[src/rtl/wt_pkg.sv]
// Shared constants for the wetting and thermal controller.
// Assumes: inputs numbered from 0; the direct-input group is the lowest bits.
package wt_pkg;
    localparam int WT_NUM_INPUTS = 8;
    localparam int WT_NUM_DIRECT = 2;
    localparam int WT_PULSE_TICKS = 40;

    // Combined thermal state passed from the monitor to the enable stage.
    typedef struct packed {
        logic status;
        logic alert;
    } wt_therm_t;
endpackage

[src/rtl/wt_pulse_timer.sv]
// Shared wetting pulse timer: one countdown serves all inputs.
// A strobe loads the full period and captures the closed vector; a strobe
// during a running pulse restarts it. Assumes the strobe lasts one cycle.
module wt_pulse_timer #(
    parameter int NUM_INPUTS  = wt_pkg::WT_NUM_INPUTS,
    parameter int PULSE_TICKS = wt_pkg::WT_PULSE_TICKS
) (
    input  logic                  clk,
    input  logic                  rst_n,
    input  logic                  run_en,
    input  logic                  strobe,
    input  logic [NUM_INPUTS-1:0] closed_now,
    output logic                  active,
    output logic [NUM_INPUTS-1:0] captured
);
    localparam int CW = $clog2(PULSE_TICKS + 1);
    localparam logic [CW-1:0] LOAD = CW'(PULSE_TICKS);

    logic [CW-1:0] count_q;

    // Countdown: reload on a strobe, clear when timed mode is off.
    always_ff @(posedge clk) begin
        if (!rst_n || !run_en) begin
            count_q <= '0;
        end else if (strobe) begin
            count_q <= LOAD;
        end else if (count_q != '0) begin
            count_q <= count_q - 1'b1;
        end
    end

    // Capture the closed switches at the moment the pulse (re)starts.
    always_ff @(posedge clk) begin
        if (!rst_n) begin
            captured <= '0;
        end else if (run_en && strobe) begin
            captured <= closed_now;
        end
    end

    assign active = (count_q != '0);
endmodule

[src/rtl/wt_thermal_mon.sv]
// Overtemperature tracking: a status bit with hysteresis between two
// comparator inputs, and an alert flag set on a crossing and acknowledged by
// a chip-select falling edge. Assumes comparators are already synchronised.
module wt_thermal_mon (
    input  logic             clk,
    input  logic             rst_n,
    input  logic             enable,
    input  logic             hot,
    input  logic             cool,
    input  logic             ack,
    output wt_pkg::wt_therm_t therm
);
    logic status_q;
    logic alert_q;
    logic crossing;

    assign crossing = hot && !status_q;

    // Status bit: set above warning level, clear only at recovery level.
    always_ff @(posedge clk) begin
        if (!rst_n || !enable) begin
            status_q <= 1'b0;
        end else if (hot) begin
            status_q <= 1'b1;
        end else if (cool) begin
            status_q <= 1'b0;
        end
    end

    // Alert flag: set on a new crossing, acknowledge has priority.
    always_ff @(posedge clk) begin
        if (!rst_n || !enable) begin
            alert_q <= 1'b0;
        end else if (ack) begin
            alert_q <= 1'b0;
        end else if (crossing) begin
            alert_q <= 1'b1;
        end
    end

    assign therm.status = status_q;
    assign therm.alert  = alert_q;
endmodule

[src/rtl/wt_enable_mux.sv]
// Per-input wetting enable selection and gating, registered.
// Picks the timed capture or the live closed vector, then applies the
// direct-input mask, the scan polling window and the thermal override.
module wt_enable_mux #(
    parameter int NUM_INPUTS = wt_pkg::WT_NUM_INPUTS,
    parameter int NUM_DIRECT = wt_pkg::WT_NUM_DIRECT
) (
    input  logic                  clk,
    input  logic                  rst_n,
    input  logic                  wet_on,
    input  logic                  timed,
    input  logic                  pulse_active,
    input  logic [NUM_INPUTS-1:0] captured,
    input  logic [NUM_INPUTS-1:0] closed_now,
    input  logic                  direct_mode,
    input  logic                  scan_mode,
    input  logic                  poll_pulse,
    input  logic                  over_temp,
    output logic [NUM_INPUTS-1:0] wet_en
);
    logic [NUM_INPUTS-1:0] source;
    logic [NUM_INPUTS-1:0] masked;
    logic                  global_ok;

    // Source select: timed capture while pulsing, else live switches.
    always_comb begin
        if (timed) begin
            source = pulse_active ? captured : '0;
        end else begin
            source = closed_now;
        end
    end

    // Per-bit direct-input mask on the low group only.
    for (genvar i = 0; i < NUM_INPUTS; i++) begin : g_mask
        if (i < NUM_DIRECT) begin : g_direct
            assign masked[i] = source[i] && !direct_mode;
        end else begin : g_plain
            assign masked[i] = source[i];
        end
    end

    assign global_ok = wet_on && !over_temp && (!scan_mode || poll_pulse);

    // Output register for the enables.
    always_ff @(posedge clk) begin
        if (!rst_n) begin
            wet_en <= '0;
        end else begin
            wet_en <= global_ok ? masked : '0;
        end
    end
endmodule

[src/rtl/wet_thermal_ctl.sv]
// Top: contact wetting pulse generation and overtemperature alert.
// Assumes deb_done and cs_fall are single-cycle strobes in the clk domain.
module wet_thermal_ctl #(
    parameter int NUM_INPUTS  = wt_pkg::WT_NUM_INPUTS,
    parameter int NUM_DIRECT  = wt_pkg::WT_NUM_DIRECT,
    parameter int PULSE_TICKS = wt_pkg::WT_PULSE_TICKS
) (
    input  logic                  clk,
    input  logic                  rst_n,
    input  logic                  deb_done,
    input  logic [NUM_INPUTS-1:0] closed,
    input  logic                  wet_enable,
    input  logic                  pulse_limit,
    input  logic                  direct_mode,
    input  logic                  scan_mode,
    input  logic                  poll_pulse,
    input  logic                  temp_hot,
    input  logic                  temp_cool,
    input  logic                  cs_fall,
    output logic [NUM_INPUTS-1:0] wet_en_o,
    output logic                  ot_alert_n,
    output logic                  ot_status
);
    logic                  timed_run;
    logic                  pulse_active;
    logic [NUM_INPUTS-1:0] captured;
    wt_pkg::wt_therm_t     therm;

    assign timed_run = wet_enable && pulse_limit;

    wt_pulse_timer #(
        .NUM_INPUTS (NUM_INPUTS),
        .PULSE_TICKS(PULSE_TICKS)
    ) u_timer (
        .clk       (clk),
        .rst_n     (rst_n),
        .run_en    (timed_run),
        .strobe    (deb_done),
        .closed_now(closed),
        .active    (pulse_active),
        .captured  (captured)
    );

    wt_thermal_mon u_therm (
        .clk   (clk),
        .rst_n (rst_n),
        .enable(wet_enable),
        .hot   (temp_hot),
        .cool  (temp_cool),
        .ack   (cs_fall),
        .therm (therm)
    );

    wt_enable_mux #(
        .NUM_INPUTS(NUM_INPUTS),
        .NUM_DIRECT(NUM_DIRECT)
    ) u_mux (
        .clk         (clk),
        .rst_n       (rst_n),
        .wet_on      (wet_enable),
        .timed       (pulse_limit),
        .pulse_active(pulse_active),
        .captured    (captured),
        .closed_now  (closed),
        .direct_mode (direct_mode),
        .scan_mode   (scan_mode),
        .poll_pulse  (poll_pulse),
        .over_temp   (therm.status),
        .wet_en      (wet_en_o)
    );

    assign ot_status  = therm.status;
    assign ot_alert_n = !therm.alert;
endmodule

[config.mk]
export PLATFORM = sky130hd
export DESIGN_NAME = wet_thermal_ctl
export DESIGN_NICKNAME = d
export VERILOG_FILES = /design/src/rtl/wt_pkg.sv /design/src/rtl/wt_pulse_timer.sv /design/src/rtl/wt_thermal_mon.sv /design/src/rtl/wt_enable_mux.sv /design/src/rtl/wet_thermal_ctl.sv
export SDC_FILE = /design/constraint.sdc
export NUM_CORES = 1
export LEC_CHECK = 0
export BUFFER_PORTS_ARGS = -buffer_cell sky130_fd_sc_hd__buf_2
export CAP_MARGIN = 20
export CORE_ASPECT_RATIO = 0.6
export CORE_MARGIN = 5
export CORE_UTILIZATION = 40
export DETAILED_ROUTE_END_ITERATION = 7
export HOLD_SLACK_MARGIN = 0.06
export PLACE_DENSITY_LB_ADDON = 0.05
export SLEW_MARGIN = 20
export SYNTH_ARGS = -nofsm -noshare
export SYNTH_HDL_FRONTEND = slang
export SYNTH_SLANG_ARGS = --single-unit
[constraint.sdc]
create_clock -name clk -period 1.4 [get_ports clk]
set_clock_uncertainty 0.15 [all_clocks]
set_input_delay 0.28 -clock clk [delete_from_list [all_inputs] [get_ports clk]]
set_output_delay 0.28 -clock clk [all_outputs]
set_load 0.02 [all_outputs]
Word level (Yosys, flattened, before mapping)
Index checks and enable logic that the tools add are counted.
{"block": "totals", "ff_bits": 24, "input_bits": 19, "output_inout_bits": 10, "elab_cells": 36}
{"block": "op_classes", "addsub": 1, "muxes": 6, "reduce_logical": 23}
{"op": "$mux 8", "count": 2}
{"op": "$mux 6", "count": 2}
{"op": "$logic_and 1x1->1", "count": 7}
{"op": "$logic_not 1->1", "count": 7}
{"op": "$reduce_bool 6->1", "count": 1}
{"op": "$sub 6x1->6 const B", "count": 1}
{"op": "$reduce_bool 2->1", "count": 2}
{"op": "$reduce_or 2->1", "count": 2}
{"op": "$logic_or 1x1->1", "count": 3}
{"op": "$mux 1", "count": 2}
{"op": "$reduce_and 2->1", "count": 1}

Depth between registers and ports, before layout
{"block": "logic_depth", "depth_word": 4, "ltp_mapped": 6}

By module
Synthesis repeated with hierarchy kept, for this count alone.
{"block": "hier_totals", "hier_cells": 123, "hier_area_um2": 1151.1}
{"module": "wt_pulse_timer", "n_inst": 1, "cells_per_inst": 72, "area_each_um2": 645.6}
{"module": "wt_enable_mux", "n_inst": 1, "cells_per_inst": 38, "area_each_um2": 399.1}
{"module": "wt_thermal_mon", "n_inst": 1, "cells_per_inst": 11, "area_each_um2": 96.3}
{"module": "wet_thermal_ctl", "n_inst": 1, "cells_per_inst": 2, "area_each_um2": 10.0}

Least setup slack after synthesis
OpenSTA, ideal clock, no wires.
{"block": "synth_path", "kind": "register to register", "from": "register u_timer.count_q[0]", "to": "register u_timer.count_q[4]", "setup_time_ps": 71, "arrival_ps": 1327, "required_ps": 1179, "slack_ps": -148, "path_stages_with_launch": 6, "n_path_buf": 0, "period_less_slack_ps": 1548, "cell_sequence": "dfxtp_1 inv_1 ha_1 nor2b_1 or4_1 a21oi_1"}
{"block": "synth_between", "elab_chain_len": 1}
{"element": "start, declared", "line_no": "wt_pulse_timer.sv:19", "source": "logic [CW-1:0] count_q;"}
{"element": "start signal, assigned", "line_no": "wt_pulse_timer.sv:28", "source": "count_q <= count_q - 1'b1;"}
{"element": "$sub 6x1->6 / $reduce_bool 6->1 (equally long branches)", "line_no": "wt_pulse_timer.sv:28, wt_pulse_timer.sv:27"}
Several ways; a longest one is shown, not always the timed one.
A chain may end at the register's enable or synchronous reset.

Worst setup path in the final report
{"block": "layout_path", "from": "register u_timer.count_q[0]", "to": "register u_timer.count_q[0]"}
The elaborated chain is that of the path after synthesis.

==> flow_summary.ini <==
[layout]
diodes = 0
fin_nets = 168
fillerInstances = 211
final_layout_size_suffix_gt1_share_pct = 45.5
multi_input_area_sq_um = 626
fin_util_pct = 59.6
syn_to_final_growth_pct = 44.1
seqCellArea_sq_um = 483

[clock_tree]
clkTransAtPathRegs_ns = 0.08
cts.sinks = 24
clockBufferDepth = 2
cts_buffers = 3
clk_latency_ns = 0.26
cts_tree = done
htreeDepth = 1
root_buffer = clkbuf_8

[global_routing]
grt_pass1_vias = 897
grt_overflow = 0
globalRouteTotalUtil_pct = 14.1
antenna_found_initial = 0
grt_pass1_wl_mm = 4.02
grt_max_degree = 13

[setup_path]
worstPathArrival_ns = 1.47
cp_slowest_stage_delay_ns = 0.43
reg2regPathDepth = 5
startpoint_type = flop
end_kind = flop
path_cells = inv_4 > ha_4 > or3b_4 > nor3_2 > nor3_1
timing.rr.start = u_timer.count_q[0]
slowest_stage = or3b_4
r2r-end = u_timer.count_q[0]
rrSetupSlack_ns = -0.07
worstSetupPathType = reg2reg
cp_max_fo = 4
required_ns = 1.40

[die]
start_util_pct = 41.3
die-area_sq_um = 3700
die_h_um = 49.1
die_w_um = 75.2
placement_rows = 14
ios = 29
coreArea_sq_um = 2470

[outcome]
outcome = finished, violations left
violations = setup timing

[worst_hold_path]
holdPathEnd = u_therm.status_q
hold_path.class = in2reg
min_from = temp_hot
min_path_cells = 3

[run]
cap_violations = 0

[sta]
timing.fmax_mhz = 681
drv_slew = 0
period_needed_ns = 1.47
hold_viol = 0
fin_crit_sh_pct = 105
worst_slew_pin_slew_ns = 0.299
tns_ns = -0.232
worst_slack_ns = -0.0691
hold_ws_ns = 0.0957
maxSlewHeadroom_pct = 79.5
rsz0062_at_grt = yes
setup_viol = 8

[synth]
yosys.area_share.adder_pct = 2.45
avgSynthCellArea_sq_um = 9.91
netlist_area_sq_um = 1020
synth-simple-area-share_pct = 21.0
synth_warnings = 0
synth_nets = 124
synth-compound-area-share_pct = 9.07
ys_types = 28
synthMuxAreaShare_pct = 15.7
synth_top_family_by_area = simple AND/OR/NAND/NOR gates
synthXorXnorAreaFrac_pct = 0.858
synth_seq_cells = 24
seq_area_frac_synth_pct = 47.1
netlist_instances = 103

[placement]
gp_congestion = 0.751
dpl.hpwl_mm = 1.85
io_buffers = 28

[power_and_ir_drop]
power_density_nw_per_um2 = 887
power_leakage_nw = 0.663
peakVddDrop_mv = 0.629

[detailed_routing]
wl_met1_mm = 1.16
wl_met3_um = 182
drtIter0Drc = 47
postRouteAntennaNets = 0
routedWlPerCell_um = 14.4
route.top_layer_used = met4
wl_met2_mm = 1.16
wl_mm = 2.55
avgViaCountPerCell = 5.02
firstDrtPassIters = 4
dr_total_vias = 888
drc = 0
==> report_power, final <==
part / internal (W) / switching (W)
Sequential: 0.000699 / 0.0000109
Combinational: 0.0000912 / 0.000100
Clock: 0.000192 / 0.000212
Total: 0.000982 / 0.000323
==> repair_timing <==
item                                    4_1_cts  5_1_grt
cloned                                        0        0
pin swaps                                     9        9
setup buffers                                 2        1
gates resized for setup                      10       11
hold endpoints to repair                      3        0
endpoints found under the setup margin       12       14
hold buffers                                  2        0
==> registers in the layout, indices dropped and copies added (netlist names) <==
signal	count
u_timer.captured	8
u_therm.alert_q	1
u_therm.status_q	1
u_mux.wet_en	8
u_timer.count_q	6
==> worst max path at each step <==
stage | start | end | cells after the start
after global placement | u_timer.count_q[0] | u_timer.count_q[1] | 5
after floorplan | u_timer.count_q[0] | u_timer.count_q[4] | 5
after detailed placement | u_timer.count_q[1] | u_timer.count_q[4] | 5
final | u_timer.count_q[0] | u_timer.count_q[0] | 5
after global routing | u_timer.count_q[0] | u_timer.count_q[0] | 5
after CTS | u_timer.count_q[1] | u_timer.count_q[0] | 5
==> metal layers <==
layer	global-route usage [%]	up-vias
met5	0	-
met4	3.20	0
met3	4.73	4
met2	22.3	25
met1	18.5	411
li1	-	448
==> synthesized netlist by cell type <==
library cell	n	area share, %
nor3_1	11	5.4
dfxtp_1	24	47
a211oi_1	1	0.74
buf_2	2	0.98
a21boi_0	1	0.74
nor2b_1	9	5.5
o21ai_0	2	0.98
or4_1	1	0.74
nand4b_1	1	0.86
inv_1	7	2.6
clkbuf_1	1	0.37
and3_1	1	0.61
nand2_1	1	0.37
nor4_1	3	1.8
nand2_2	1	0.61
xnor2_1	1	0.86
or2_4	1	0.86
or3b_2	1	0.86
nand3_1	1	0.49
mux2i_1	16	16
o41ai_1	1	0.86
a31oi_1	1	0.61
nor2_1	3	1.1
a21oi_1	7	3.4
ha_1	2	2.5
nand3_2	1	0.98
a211o_4	1	1.7
nor3b_1	1	0.74
==> layout by cell type (no fill, tap or decap), types with 3 or more instances in the layout <==
master	instances
nor4_4	3
mux2i_1	16
nor3_2	4
buf_2	28
inv_1	5
dfxtp_1	22
nor3_1	7
buf_4	12
a21oi_1	6
clkbuf_8	3
nor2b_1	9
==> kinds of logic after synthesis <==
family	count (synthesis)
adder cells (fa/ha/maj)	2
flip-flops	24
XOR/XNOR	1
multiplexers	16
buffers and inverters	10
AND/OR/NAND/NOR	36
AO/OA/AOI/OAI	14
==> worst max-delay path, delay by kind of cell, from the launching register on <==
kind | cells | cell delay (ns)
adders and majority gates | 1 | 0.15
buffers and inverters | 1 | 0.08
DFF | 1 | 0.34
and+or+nand+nor | 3 | 0.64
==> final cells by class <==
| cell class | instances | share of cell area (%) |
|---|---|---|
| inverter | 7 | 2.13 |
| clock buffer | 3 | 2.81 |
| tap | 32 | 2.72 |
| multi-input combinational | 69 | 42.5 |
| sequential | 24 | 32.8 |
| timing repair buffer | 42 | 17.0 |
==> through the flow <==
| step | power, W | cells | area (sq um) | worst slack (ns) |
|---|---|---|---|---|
| final | 0.00130 | 177 | 1470 | -0.0691 |
| after CTS | 0.00129 | 176 | 1400 | -0.0389 |
| after global placement | 0.000884 | 170 | 1290 | -0.0483 |
| after detailed placement | 0.000890 | 170 | 1290 | -0.0762 |
| after floorplan | 0.000817 | 103 | 1050 | -0.0705 |
| after global routing | 0.00137 | 177 | 1470 | -0.0965 |
(Power assumes the default switching activity.)
